File: config.mk
export PLATFORM = sky130hd
export DESIGN_NAME = mesi_line_ctrl
export DESIGN_NICKNAME = d
export VERILOG_FILES = /design/src/rtl/mesi_line_pkg.sv /design/src/rtl/mesi_line_fsm.sv /design/src/rtl/mesi_wb_buf.sv /design/src/rtl/mesi_cmd_out.sv /design/src/rtl/mesi_line_ctrl.sv
export SDC_FILE = /design/constraint.sdc
export NUM_CORES = 1
export LEC_CHECK = 0
export ABC_AREA = 1
export BUFFER_PORTS_ARGS = -buffer_cell sky130_fd_sc_hd__buf_2
export CORE_ASPECT_RATIO = 1.5
export CORE_MARGIN = 2
export CORE_UTILIZATION = 55
export CTS_CLUSTER_DIAMETER = 80
export DETAILED_ROUTE_END_ITERATION = 10
export PLACE_DENSITY = 0.85
export SLEW_MARGIN = 20
export SYNTH_ARGS = -nofsm -noshare
export SYNTH_HDL_FRONTEND = slang
export SYNTH_SLANG_ARGS = --single-unit
export TNS_END_PERCENT = 20
File: constraint.sdc
create_clock -name clk_i -period 2.1 [get_ports clk_i]
set_input_delay 0.21 -clock clk_i [delete_from_list [all_inputs] [get_ports clk_i]]
set_output_delay 0.21 -clock clk_i [all_outputs]
set_load 0.01 [all_outputs]
File: src/rtl/mesi_line_pkg.sv
package mesi_line_pkg;
  localparam int unsigned ST_W = 4;
  localparam int unsigned EV_W = 4;

  typedef enum logic [ST_W-1:0] {
    ST_NP   = 4'd0,
    ST_I    = 4'd1,
    ST_S    = 4'd2,
    ST_E    = 4'd3,
    ST_M    = 4'd4,
    ST_IS   = 4'd5,
    ST_IM   = 4'd6,
    ST_SM   = 4'd7,
    ST_IS_I = 4'd8,
    ST_M_I  = 4'd9,
    ST_SINK = 4'd10
  } line_st_e;

  typedef enum logic [EV_W-1:0] {
    EV_LOAD      = 4'd0,
    EV_FETCH     = 4'd1,
    EV_STORE     = 4'd2,
    EV_REPL      = 4'd3,
    EV_INV       = 4'd4,
    EV_FWD_GETS  = 4'd5,
    EV_FWD_GETX  = 4'd6,
    EV_FWD_INSTR = 4'd7,
    EV_DATA      = 4'd8,
    EV_DATA_EXCL = 4'd9,
    EV_DATA_ALL  = 4'd10,
    EV_ACK       = 4'd11,
    EV_ACK_ALL   = 4'd12,
    EV_WB_ACK    = 4'd13
  } line_ev_e;

  typedef struct packed {
    logic gets;
    logic get_instr;
    logic getx;
    logic upgrade;
    logic putx;
    logic data_req;
    logic data_l2;
    logic from_buf;
    logic inv_ack;
    logic unblock;
    logic excl_unblock;
    logic hit;
    logic retry;
  } line_cmd_t;

  function automatic logic is_transient(line_st_e s);
    return s inside {ST_IS, ST_IM, ST_SM, ST_IS_I, ST_M_I, ST_SINK};
  endfunction

  function automatic logic is_proc_ev(line_ev_e e);
    return e inside {EV_LOAD, EV_FETCH, EV_STORE, EV_REPL};
  endfunction
endpackage

File: src/rtl/mesi_line_fsm.sv
module mesi_line_fsm
  import mesi_line_pkg::*;
(
  input  line_st_e  st_i,
  input  logic      ev_valid_i,
  input  line_ev_e  ev_i,
  input  logic      from_l1_i,
  output line_st_e  nxt_o,
  output line_cmd_t cmd_o,
  output logic      set_dirty_o,
  output logic      ld_dirty_o,
  output logic      clr_dirty_o,
  output logic      wb_load_o,
  output logic      wb_free_o
);

  always_comb begin
    nxt_o       = st_i;
    cmd_o       = '0;
    set_dirty_o = 1'b0;
    ld_dirty_o  = 1'b0;
    clr_dirty_o = 1'b0;
    wb_load_o   = 1'b0;
    wb_free_o   = 1'b0;
    if (ev_valid_i) begin
      if (is_proc_ev(ev_i) && is_transient(st_i)) begin
        cmd_o.retry = 1'b1;
      end else begin
        case (st_i)
          ST_NP, ST_I: begin
            case (ev_i)
              EV_LOAD:  begin nxt_o = ST_IS; cmd_o.gets = 1'b1; end
              EV_FETCH: begin nxt_o = ST_IS; cmd_o.get_instr = 1'b1; end
              EV_STORE: begin nxt_o = ST_IM; cmd_o.getx = 1'b1; end
              EV_REPL:  begin nxt_o = ST_NP; clr_dirty_o = 1'b1; end
              EV_INV:   cmd_o.inv_ack = 1'b1;
              default: ;
            endcase
          end
          ST_S: begin
            case (ev_i)
              EV_LOAD, EV_FETCH: cmd_o.hit = 1'b1;
              EV_STORE: begin nxt_o = ST_SM; cmd_o.upgrade = 1'b1; end
              EV_REPL:  begin nxt_o = ST_NP; clr_dirty_o = 1'b1; end
              EV_INV:   begin nxt_o = ST_I; cmd_o.inv_ack = 1'b1; clr_dirty_o = 1'b1; end
              default: ;
            endcase
          end
          ST_E, ST_M: begin
            case (ev_i)
              EV_LOAD, EV_FETCH: cmd_o.hit = 1'b1;
              EV_STORE: begin
                nxt_o       = ST_M;
                cmd_o.hit   = 1'b1;
                set_dirty_o = 1'b1;
              end
              EV_REPL: begin
                nxt_o       = ST_M_I;
                cmd_o.putx  = 1'b1;
                wb_load_o   = 1'b1;
                clr_dirty_o = 1'b1;
              end
              EV_INV: begin
                nxt_o       = ST_I;
                clr_dirty_o = 1'b1;
                if (st_i == ST_M) cmd_o.data_l2 = 1'b1;
                else              cmd_o.inv_ack = 1'b1;
              end
              EV_FWD_GETS, EV_FWD_INSTR: begin
                nxt_o          = ST_S;
                cmd_o.data_req = 1'b1;
                cmd_o.data_l2  = 1'b1;
                clr_dirty_o    = 1'b1;
              end
              EV_FWD_GETX: begin
                nxt_o          = ST_I;
                cmd_o.data_req = 1'b1;
                clr_dirty_o    = 1'b1;
              end
              default: ;
            endcase
          end
          ST_M_I: begin
            case (ev_i)
              EV_INV: begin
                nxt_o          = ST_SINK;
                cmd_o.data_l2  = 1'b1;
                cmd_o.from_buf = 1'b1;
              end
              EV_FWD_GETX: begin
                nxt_o          = ST_SINK;
                cmd_o.data_req = 1'b1;
                cmd_o.from_buf = 1'b1;
              end
              EV_FWD_GETS, EV_FWD_INSTR: begin
                nxt_o          = ST_SINK;
                cmd_o.data_req = 1'b1;
                cmd_o.data_l2  = 1'b1;
                cmd_o.from_buf = 1'b1;
              end
              EV_WB_ACK: begin nxt_o = ST_I; wb_free_o = 1'b1; end
              default: ;
            endcase
          end
          ST_SINK: begin
            case (ev_i)
              EV_INV:    cmd_o.inv_ack = 1'b1;
              EV_WB_ACK: begin nxt_o = ST_NP; wb_free_o = 1'b1; end
              default: ;
            endcase
          end
          ST_IS, ST_IS_I: begin
            case (ev_i)
              EV_INV: begin nxt_o = ST_IS_I; cmd_o.inv_ack = 1'b1; end
              EV_DATA, EV_DATA_ALL: begin
                nxt_o         = (st_i == ST_IS) ? ST_S : ST_I;
                cmd_o.hit     = 1'b1;
                cmd_o.unblock = from_l1_i;
                ld_dirty_o    = 1'b1;
              end
              EV_DATA_EXCL: begin
                nxt_o              = ST_E;
                cmd_o.hit          = 1'b1;
                cmd_o.excl_unblock = 1'b1;
                ld_dirty_o         = 1'b1;
              end
              default: ;
            endcase
          end
          ST_IM: begin
            case (ev_i)
              EV_INV:  cmd_o.inv_ack = 1'b1;
              EV_DATA: begin nxt_o = ST_SM; ld_dirty_o = 1'b1; end
              EV_DATA_ALL: begin
                nxt_o              = ST_M;
                cmd_o.hit          = 1'b1;
                cmd_o.excl_unblock = 1'b1;
                set_dirty_o        = 1'b1;
              end
              default: ;
            endcase
          end
          ST_SM: begin
            case (ev_i)
              EV_INV: begin nxt_o = ST_IM; cmd_o.inv_ack = 1'b1; end
              EV_ACK_ALL: begin
                nxt_o              = ST_M;
                cmd_o.hit          = 1'b1;
                cmd_o.excl_unblock = 1'b1;
                set_dirty_o        = 1'b1;
              end
              default: ;
            endcase
          end
          default: ;
        endcase
      end
    end
  end

endmodule

File: src/rtl/mesi_wb_buf.sv
module mesi_wb_buf #(
  parameter int unsigned DATA_W = 64
) (
  input  logic              clk_i,
  input  logic              rst_ni,
  input  logic              load_i,
  input  logic              free_i,
  input  logic [DATA_W-1:0] data_i,
  input  logic              dirty_i,
  output logic              valid_o,
  output logic [DATA_W-1:0] data_o,
  output logic              dirty_o
);

  always_ff @(posedge clk_i or negedge rst_ni) begin
    if (!rst_ni) begin
      valid_o <= 1'b0;
      data_o  <= '0;
      dirty_o <= 1'b0;
    end else if (load_i) begin
      valid_o <= 1'b1;
      data_o  <= data_i;
      dirty_o <= dirty_i;
    end else if (free_i) begin
      valid_o <= 1'b0;
      dirty_o <= 1'b0;
    end
  end

endmodule

File: src/rtl/mesi_cmd_out.sv
module mesi_cmd_out
  import mesi_line_pkg::*;
#(
  parameter int unsigned DATA_W = 64
) (
  input  logic              clk_i,
  input  logic              rst_ni,
  input  line_cmd_t         cmd_i,
  input  logic [DATA_W-1:0] line_data_i,
  input  logic              line_dirty_i,
  input  logic [DATA_W-1:0] wb_data_i,
  input  logic              wb_dirty_i,
  output line_cmd_t         cmd_o,
  output logic              putx_dirty_o,
  output logic [DATA_W-1:0] data_o,
  output logic              data_dirty_o
);

  logic send_data;
  assign send_data = cmd_i.data_req | cmd_i.data_l2;

  always_ff @(posedge clk_i or negedge rst_ni) begin
    if (!rst_ni) begin
      cmd_o        <= '0;
      putx_dirty_o <= 1'b0;
      data_o       <= '0;
      data_dirty_o <= 1'b0;
    end else begin
      cmd_o        <= cmd_i;
      putx_dirty_o <= cmd_i.putx & line_dirty_i;
      if (send_data) begin
        data_o       <= cmd_i.from_buf ? wb_data_i  : line_data_i;
        data_dirty_o <= cmd_i.from_buf ? wb_dirty_i : line_dirty_i;
      end
    end
  end

endmodule

File: src/rtl/mesi_line_ctrl.sv
module mesi_line_ctrl
  import mesi_line_pkg::*;
#(
  parameter int unsigned DATA_W = 64
) (
  input  logic              clk_i,
  input  logic              rst_ni,
  input  logic              ev_valid_i,
  input  logic [EV_W-1:0]   ev_i,
  input  logic              ev_from_l1_i,
  input  logic              ev_dirty_i,
  input  logic [DATA_W-1:0] line_data_i,
  output logic [ST_W-1:0]   state_o,
  output logic              gets_o,
  output logic              get_instr_o,
  output logic              getx_o,
  output logic              upgrade_o,
  output logic              putx_o,
  output logic              putx_dirty_o,
  output logic              data_req_o,
  output logic              data_l2_o,
  output logic              data_from_buf_o,
  output logic [DATA_W-1:0] data_o,
  output logic              data_dirty_o,
  output logic              inv_ack_o,
  output logic              unblock_o,
  output logic              excl_unblock_o,
  output logic              hit_o,
  output logic              retry_o,
  output logic              wb_valid_o
);

  line_st_e          state_q, state_d;
  line_cmd_t         cmd_d, cmd_q;
  logic              line_dirty_q;
  logic              set_dirty, ld_dirty, clr_dirty, wb_load, wb_free;
  logic [DATA_W-1:0] wb_data;
  logic              wb_dirty;

  mesi_line_fsm u_fsm (
    .st_i        (state_q),
    .ev_valid_i  (ev_valid_i),
    .ev_i        (line_ev_e'(ev_i)),
    .from_l1_i   (ev_from_l1_i),
    .nxt_o       (state_d),
    .cmd_o       (cmd_d),
    .set_dirty_o (set_dirty),
    .ld_dirty_o  (ld_dirty),
    .clr_dirty_o (clr_dirty),
    .wb_load_o   (wb_load),
    .wb_free_o   (wb_free)
  );

  always_ff @(posedge clk_i or negedge rst_ni) begin
    if (!rst_ni) begin
      state_q      <= ST_NP;
      line_dirty_q <= 1'b0;
    end else begin
      state_q <= state_d;
      if (set_dirty)      line_dirty_q <= 1'b1;
      else if (ld_dirty)  line_dirty_q <= ev_dirty_i;
      else if (clr_dirty) line_dirty_q <= 1'b0;
    end
  end

  mesi_wb_buf #(.DATA_W(DATA_W)) u_wb (
    .clk_i   (clk_i),
    .rst_ni  (rst_ni),
    .load_i  (wb_load),
    .free_i  (wb_free),
    .data_i  (line_data_i),
    .dirty_i (line_dirty_q),
    .valid_o (wb_valid_o),
    .data_o  (wb_data),
    .dirty_o (wb_dirty)
  );

  mesi_cmd_out #(.DATA_W(DATA_W)) u_out (
    .clk_i        (clk_i),
    .rst_ni       (rst_ni),
    .cmd_i        (cmd_d),
    .line_data_i  (line_data_i),
    .line_dirty_i (line_dirty_q),
    .wb_data_i    (wb_data),
    .wb_dirty_i   (wb_dirty),
    .cmd_o        (cmd_q),
    .putx_dirty_o (putx_dirty_o),
    .data_o       (data_o),
    .data_dirty_o (data_dirty_o)
  );

  assign state_o         = state_q;
  assign gets_o          = cmd_q.gets;
  assign get_instr_o     = cmd_q.get_instr;
  assign getx_o          = cmd_q.getx;
  assign upgrade_o       = cmd_q.upgrade;
  assign putx_o          = cmd_q.putx;
  assign data_req_o      = cmd_q.data_req;
  assign data_l2_o       = cmd_q.data_l2;
  assign data_from_buf_o = cmd_q.from_buf;
  assign inv_ack_o       = cmd_q.inv_ack;
  assign unblock_o       = cmd_q.unblock;
  assign excl_unblock_o  = cmd_q.excl_unblock;
  assign hit_o           = cmd_q.hit;
  assign retry_o         = cmd_q.retry;

endmodule

# After elaboration in Yosys (flattened, before gate mapping)
# Cells that the tools add are included.
# W data, S select, Z words.
[classes]
n_mux = 69
bitwise = 3
reduce_logical = 25
n_eq_ne = 30
[op_table]
columns = ["cell", "count"]
rows = [
  ["$mux W64", 1],
  ["$mux W1", 45],
  ["$pmux W4 S3", 3],
  ["$eq A4 B3 Y1 const B", 8],
  ["$eq A4 B4 Y1 const B", 8],
  ["$pmux W4 S8", 1],
  ["$pmux W4 S2", 3],
  ["$reduce_or A2 Y1", 9],
  ["$eq A4 B2 Y1 const B", 4],
  ["$pmux W4 S4", 1],
  ["$mux W13", 1],
  ["$mux W12", 1],
  ["$reduce_or A3 Y1", 4],
  ["$reduce_and A11 Y1", 1],
  ["$ne A3 B3 Y1 const B", 3],
  ["$pmux W1 S3", 3],
  ["$eq A4 B1 Y1 const B", 2],
  ["$logic_not A4 Y1", 2],
  ["$reduce_bool A8 Y1", 1],
  ["$reduce_or A8 Y1", 1],
  ["$mux W2", 3],
  ["$pmux W1 S2", 3],
  ["$reduce_bool A6 Y1", 1],
  ["$ne A5 B3 Y1 const B", 1],
  ["17 further kinds", 17],
]
[word_totals]
word_cells = 148
input_bits = 73
reg_bits = 150
output_inout_bits = 84

# Depth between registers and ports, before layout
# Gate-level depths: netlist of the first run.
[depth]
word_depth = 9
ltp_mapped = 14
depth_no_buf = 11

# Hierarchy
# A second synthesis of the first run with hierarchy kept.
[hier_totals]
hier_cells = 965
area_unflattened_um2 = 7148.1
[by_module_without_submodules]
columns = ["mod", "area_per_inst_um2", "cells_each", "seq_area_each_um2", "n_inst"]
rows = [
  ["mesi_cmd_out", 3664.8, 502, 1976.9, 1],
  ["mesi_wb_buf", 2491.1, 279, 1651.6, 1],
  ["mesi_line_fsm", 845.8, 174, 0.0, 1],
  ["mesi_line_ctrl", 146.4, 10, 125.1, 1],
]

# Worst setup path after synthesis of the first run
# No wires, ideal clock.
[synth_path]
path_kind = "register to register"
start = "register state_q[1] (netlist: state_o[1])"
end = "register u_out.data_o[15]"
required_time_ns = 1.983
slack_ns = 0.381
t_arrival_ns = 1.602
setup_time_ns = 0.117
stages_incl_launch_ff = 14
cell_sequence = "dfrtp_1 buf_6 inv_2 nand2_2 nor2_4 inv_2 nand2_1 nand2_2 a21oi_4 nand2_2 buf_6 buf_2 nand3_1 nand2_1"
[synth_via]
elab_chain_cells = 7
word_cells_on_any_way = 19
cone_classes = "eq/ne (8); mux (7); bitwise (1); reduce/logical (3)"
[synth_lines]
columns = ["item", "line_no", "source"]
rows = [
  ["from (decl)", "mesi_line_ctrl.sv:33", "line_st_e state_q, state_d;"],
  ["from (signal assigned)", "mesi_line_ctrl.sv:59", "state_q <= state_d;"],
  ["$eq A4 B3 Y1", "mesi_line_fsm.sv:29, mesi_line_fsm.sv:66", ""],
  ["$mux W1", "mesi_line_fsm.sv:66", "if (st_i == ST_M) cmd_o.data_l2 = 1'b1;"],
  ["$pmux W1 S2", "mesi_line_fsm.sv:50", "case (ev_i)"],
  ["$pmux W2 S2", "mesi_line_fsm.sv:29", "case (st_i)"],
  ["$mux W12 (*)", "mesi_line_fsm.sv:26", "if (is_proc_ev(ev_i) && is_transient(st_i)) begin"],
  ["$mux W13 (*)", "mesi_line_fsm.sv:25", "if (ev_valid_i) begin"],
  ["$or A1 B1 Y1", "mesi_cmd_out.sv:20", "assign send_data = cmd_i.data_req | cmd_i.data_l2;"],
  ["to (signal assigned)", "mesi_cmd_out.sv:32", "data_o <= cmd_i.from_buf ? wb_data_i : line_data_i;"],
  ["to (decl)", "mesi_cmd_out.sv:15", "output logic [DATA_W-1:0] data_o,"],
]
# Every way passes the cells marked *; elsewhere a longest branch is shown, timed or not.
# A chain may end at the register's enable or synchronous reset.

# Worst setup path after layout of the first run
[layout_path]
start = "register state_q[2] (netlist: state_o[2])"
end = "register u_out.data_o[32]"
# The elaborated chain is that of the path after synthesis.

==> metrics, run 1 <==
synthesis-stage register bit count 150; r2r setup slk between 0.15 and 0.2 ns; maximum fanout along the worst path 66; total number of vias between 6000 and 7000; MaxCap Viol Count 0; first-pass GRT wire length just under 30000 um; gr ovfl total 0; Slew Viols, Final 0; CTS buffer count 17; Async S/R FF share, synth between 90% and 100%; unique cell type count in the Yosys netlist 22; top cell type by total area after synthesis dfrtp_1; Syn Nets about 990; Routed Wire Length about 18000 um; final setup fails 0; num ports around 160; most frequent cell after synthesis nand2_1; crit path kind reg -> reg; final period utilization between 90% and 100%; CTS root buf clkbuf_16; crit path DAT about 2.3 ns; Buf/Inv on CP 2; First-pass DRT Iterations 5; Fill cells ~1100; fraction of synthesized cell area taken by the top area cell type between 50 and 60%; Max VDD drop between 0.5 and 0.6 mV; Cell Rows just over 50; Crit path depth 10; die footprint approximately 0.014 mm^2; port buffer count 156; antenna violations before repair 1; Slowest-stage cell, CP dfrtp_1; clock skew 0.009895 ns; Longest Clk Path Bufs 2; Mean Syn Cell Area roughly 7.7 um^2; crit-path cells inv_2 > nor2_4 > nand2_2 > nand2_2 > nor2_4 > a21oi_4 > nand2_2 > buf_6 > nand3_1 > nand2_1; Static Leak ~0.0049 uW; DP Worst Slack around 0.028 ns; Pwr per Cell Area just under 700 mW/mm^2; RePlAce Congestion 0.9680; unrepaired setup endpoints after global routing yes; most frequent cell on the critical path nand2_2; Worst slew margin between 60% and 70%; Main synth FF type dfrtp_1; crit path from state_o[2]; initial core utilization a little under three fifths; Max stage delay on crit path 0.46 ns; reg2reg start state_o[2]; synth cell count leaders nand2_1, dfrtp_1, o21ai_0, nand3_1, inv_1; Max Freq approximately 520 MHz; worst hold-check path type in -> reg; vias in the first global route roughly 6200; CTS tree done; H-tree levels 4; postcts setup bufs 0; Die Y around 140 um; placed cell areas slightly above 0.008 mm^2; Clock Latency Late Sink 0.41 ns; Area contributors post-synth dfrtp_1, nand2_1, o21ai_0; Worst Reg-to-Reg Cells 10; DRT iter0 DRCs between 200 and 300; # DRC 0; total power about 6000 uW; post-layout net count 1141; crit path time final between 1.5 and 2 ns; cells after synthesis 921; run status completed; crit path to u_out.data_o[32]; sequential area share after synthesis a little over half; Final Cell Area 0.008640 mm^2; clk sink count 150; post-DP HPWL between 10000 and 15000 um; Final Hold Vio Count 0; area grow syn2layout 21.08%; cell family with most CP delay simple AND/OR/NAND/NOR gates; crit end category register; CP Launch Type register; fraction of layout cells with a size suffix above 1 21.09%; worst endpoint required time ~2.5 ns; YS warnings 0; Clk pin slew, worst setup/hold paths about 0.060 ns; measured slew at the worst slew-check pin around 0.54 ns; Vias per Instance around 5.2; die width just under 100 um; wire per inst around 14 um; Syn Std Cell Area 0.007136 mm^2; largest net degree at the start of global routing 75; EDFF count, synth 0; core box area 0.01283 mm^2; final worst slack 0.1615 ns; Detail Route Antenna Nets 0; worst reg2reg path endpoint u_out.data_o[32]; Tot GR Track Use a little over a quarter
## worst min path at each step
stage,cells past startpoint,to,from
finish,3,u_wb.data_o[17],line_data_i[17]
floorplan,0,line_dirty_q,rst_ni
global placement,1,u_out.cmd_o[4],rst_ni
global route,3,u_wb.data_o[11],line_data_i[11]
CTS,3,u_wb.data_o[7],line_data_i[7]
detailed placement,1,u_out.cmd_o[4],rst_ni
## worst min-delay path, stage by stage
cell	delay (ns)
buf_2	0.09
nand2_1	0.04
o21ai_0	0.06
## metal layers
layer	global-route usage (%)	vias to the layer above	share of wire [%]
met5	0	-	0.073
met4	10.38	2	2.9
met3	5.788	41	4.7
met2	48.06	182	54
met1	30.54	3026	39
li1	-	3189	-
## layout by cell type, fill, tap and decap left out, drive strengths merged
cell,n
clkinv,7
o21ai,135
a21oi,5
clkbuf,21
inv,98
nand3,94
o21bai,4
nand2,339
dfrtp,150
dlygate4sd3,1
nor2,41
buf,178
diode,1
nor3,3
clkinvlp,3
a31oi,2
## cell families after synthesis
kind of cell,after synthesis,synth area share (%)
AOI/OAI and AO/OA,146,10.57
DFF,150,52.60
buffers and inverters,148,9.328
and+or+nand+nor,477,27.49
## power breakdown
part | total [uW] | switching (uW) | internal (uW)
Clock | 2720 | 1180 | 1540
Combinational | 318 | 198 | 120
Sequential | 2920 | 11.5 | 2910
## final cells by class
class | instances | area [um^2] | share of cell area [%]
Antenna cell | 1 | 2.502 | 0.02896
Timing Repair Buffer | 179 | 1066 | 12.34
Sequential cell | 150 | 3754 | 43.45
Clock inverter | 11 | 77.57 | 0.8979
Tap cell | 159 | 198.9 | 2.303
Clock buffer | 21 | 450.4 | 5.214
Inverter | 97 | 364.1 | 4.214
Multi-Input combinational cell | 623 | 2726 | 31.56
## stage by stage
step | util (%) | hold slack, ns | instances | setup TNS, ns
floorplan | - | -0.08559 | 921 | 0
global placement | 63.08 | 0.2030 | 1207 | 0
detailed placement | 63.08 | 0.2089 | 1207 | 0
CTS | 67.27 | 0.01030 | 1240 | 0
global route | 67.34 | 0.009768 | 1240 | -0.01379
finish | 67.36 | 0.01694 | 1241 | 0
## registers in the layout (all words and copies together) (netlist names)
name / flops
u_out.data_dirty_o: 1
line_dirty_q: 1
u_wb.valid_o: 1
u_out.putx_dirty_o: 1
u_out.cmd_o: 13
u_wb.data_o: 64
state_o: 4
u_out.data_o: 64
u_wb.dirty_o: 1
## timing repair
action / CTS / global route
setup endpoints to repair: 0 / 65
hold endpoints to repair: 49 / 0
gates resized for setup: 0 / 2
hold buffers: 1 / 0
(Power assumes the default switching activity.)
==> run 2, diff against run 1 <==
--- a/config.mk
+++ b/config.mk
@@ -11,8 +11,10 @@
 export CORE_MARGIN = 2
 export CORE_UTILIZATION = 55
 export CTS_CLUSTER_DIAMETER = 80
+export CTS_CLUSTER_SIZE = 30
 export DETAILED_ROUTE_END_ITERATION = 10
 export PLACE_DENSITY = 0.85
+export SETUP_SLACK_MARGIN = 0.3
 export SLEW_MARGIN = 20
 export SYNTH_ARGS = -nofsm -noshare
 export SYNTH_HDL_FRONTEND = slang
==> metrics, run 2 (same netlist as run 1, synthesis figures left out) <==
most frequent cell on the critical path nand2_2; crit end category register; num ports 157; worst endpoint required time 2.42 ns; Worst slew margin between 60% and 70%; Metal-1 WL roughly 7400 um; RePlAce Congestion a little under 1; die footprint around 0.014 mm^2; initial core utilization between 50% and 60%; Pwr per Cell Area between 600 and 700 mW/mm^2; crit path DAT 2.14 ns; die width approximately 97 um; most frequent cells in the layout nand2_1, buf_2, dfrtp_1; met3 wire len between 1000 and 1500 um; Tot GR Track Use 27.15%; unrepaired setup endpoints after global routing yes; Reg power frac between 40% and 50%; post-layout net count 1159; antenna violations before repair 1; crit path kind reg -> reg; CTS tree done; Max stage delay on crit path ~0.44 ns; core box area about 0.013 mm^2; metal2 WL between 10000 and 15000 um; post-DP HPWL 12310 um; # DRC 0; CP Launch Type register; first-pass GRT wire length ~30000 um; Die Y 143.5 um; final period utilization between 80% and 90%; final worst slack about 0.28 ns; Routed Wire Length a little over 20000 um; Final Hold Vio Count 0; setup TNS 0 ns; run status completed; DRT iter0 DRCs just over 300; Clk pwr share between 40% and 50%; total power between 5000 and 6000 uW; Cell Rows approximately 50; worst hold-check path type in -> reg; fraction of layout cells with a size suffix above 1 a little under a quarter; Slew Viols, Final 0; Int Power between 4000 and 5000 uW; gr ovfl total 0; crit-path cells nor2_2 > nand2_2 > nand2_2 > buf_4 > nand3_2 > inv_2 > buf_12 > nand2_1 > o21ai_0; clock skew ~0.012 ns; Logic pwr share 5.4%; CTS buffer count 17; CTS root buf clkbuf_16; port buffer count ~160; Slowest-stage cell, CP dfrtp_1; Clock Latency Late Sink 0.42 ns; Max Used Layer met5; area grow syn2layout 26.53%; measured slew at the worst slew-check pin between 0.5 and 0.6 ns; commonest non-fill, non-tap cell in the layout nand2_1; maximum fanout along the worst path 29; Static Leak approximately 0.0051 uW; clk sink count 150; Max Freq between 500 and 600 MHz; switch share about a quarter; Vias per Instance 5.324; Max VDD drop about 0.56 mV; wire per inst roughly 16 um; Longest Clk Path Bufs 2; biggest regs u_out.data_o: 64 flops, u_wb.data_o: 64 flops, u_out.cmd_o: 13 flops; Net Switching 1408 uW; final setup fails 0; Fill cells a little over 1000; H-tree levels 4; Clk pin slew, worst setup/hold paths roughly 0.060 ns; final core occ between 70% and 80%; largest net degree at the start of global routing 75; First-pass DRT Iterations 5; vias in the first global route 6362; MaxCap Viol Count 0; Detail Route Antenna Nets 0; total number of vias about 6700; DP Worst Slack around 0.028 ns; crit path time final between 1.5 and 2 ns
==> run 2: path summary, 6_finish.rpt <==
| kind | from | endpoint | slack, ns | cells after the start |
|---|---|---|---|---|
| max | state_o[0] | u_wb.data_o[15] | 0.28 | 9 |
| min | line_data_i[7] | u_wb.data_o[7] | 0.02 | 3 |
| max reg2reg | state_o[0] | u_wb.data_o[15] | 0.28 | 9 |
| min reg2reg | u_wb.data_o[28] | u_wb.data_o[28] | 0.49 | 2 |
| max in group asynchronous | rst_ni | u_out.data_o[30] | 1.11 | 3 |
| min in group asynchronous | rst_ni | u_out.cmd_o[4] | 0.33 | 2 |
==> run 2: worst max-delay path: cells and delay by family (launching register included) <==
kind | cells | cell delay (ns)
AND/OR/NAND/NOR | 5 | 0.64
flip-flops | 1 | 0.44
buffers and inverters | 3 | 0.52
AO/OA/AOI/OAI | 1 | 0.10
==> run 2: area by class of cell <==
type | instances | area [um^2] | area share [%]
diodes | 1 | 2.502 | 0.02772
clock inverters | 11 | 77.57 | 0.8592
clock buffers | 21 | 450.4 | 4.989
multi-input cells | 623 | 2784 | 30.83
flip-flops and latches | 150 | 3757 | 41.62
well taps | 159 | 198.9 | 2.203
inverters | 97 | 371.6 | 4.116
repair buffers | 197 | 1386 | 15.35
==> run 2: routing by layer <==
layer,GRT usage (%),vias up
met2,49.42,278
met1,30.99,3139
met4,11.34,2
met5,0,-
li1,-,3228
met3,5.739,56
==> run 2: power groups by stage <==
stage	Sequential (uW)	Clock, uW	Combinational, uW
after global placement	2970	0	315
final	2920	2730	323
after detailed placement	2970	0	318
after global routing	2920	2900	367
after CTS	2920	2760	323
after floorplan	2980	0	103
==> run 2: stage by stage <==
stage,cell area (um^2),hold slack [ns],std cells
after floorplan,7136,-0.08559,921
after global placement,8090,0.2030,1207
after detailed placement,8090,0.2089,1207
after CTS,8792,0.01030,1247
after global routing,9026,0.009697,1258
final,9029,0.01598,1259
==> run 2: what timing repair did <==
| action | in CTS | in global routing |
|---|---|---|
| gates resized for setup | 13 | 18 |
| cloned | 2 | 5 |
| buffers inserted | 5 | 6 |
| pin swaps | 2 | 3 |
| hold buffers | 1 | 0 |
| hold endpoints to repair | 49 | 0 |
| setup endpoints to repair | 74 | 108 |
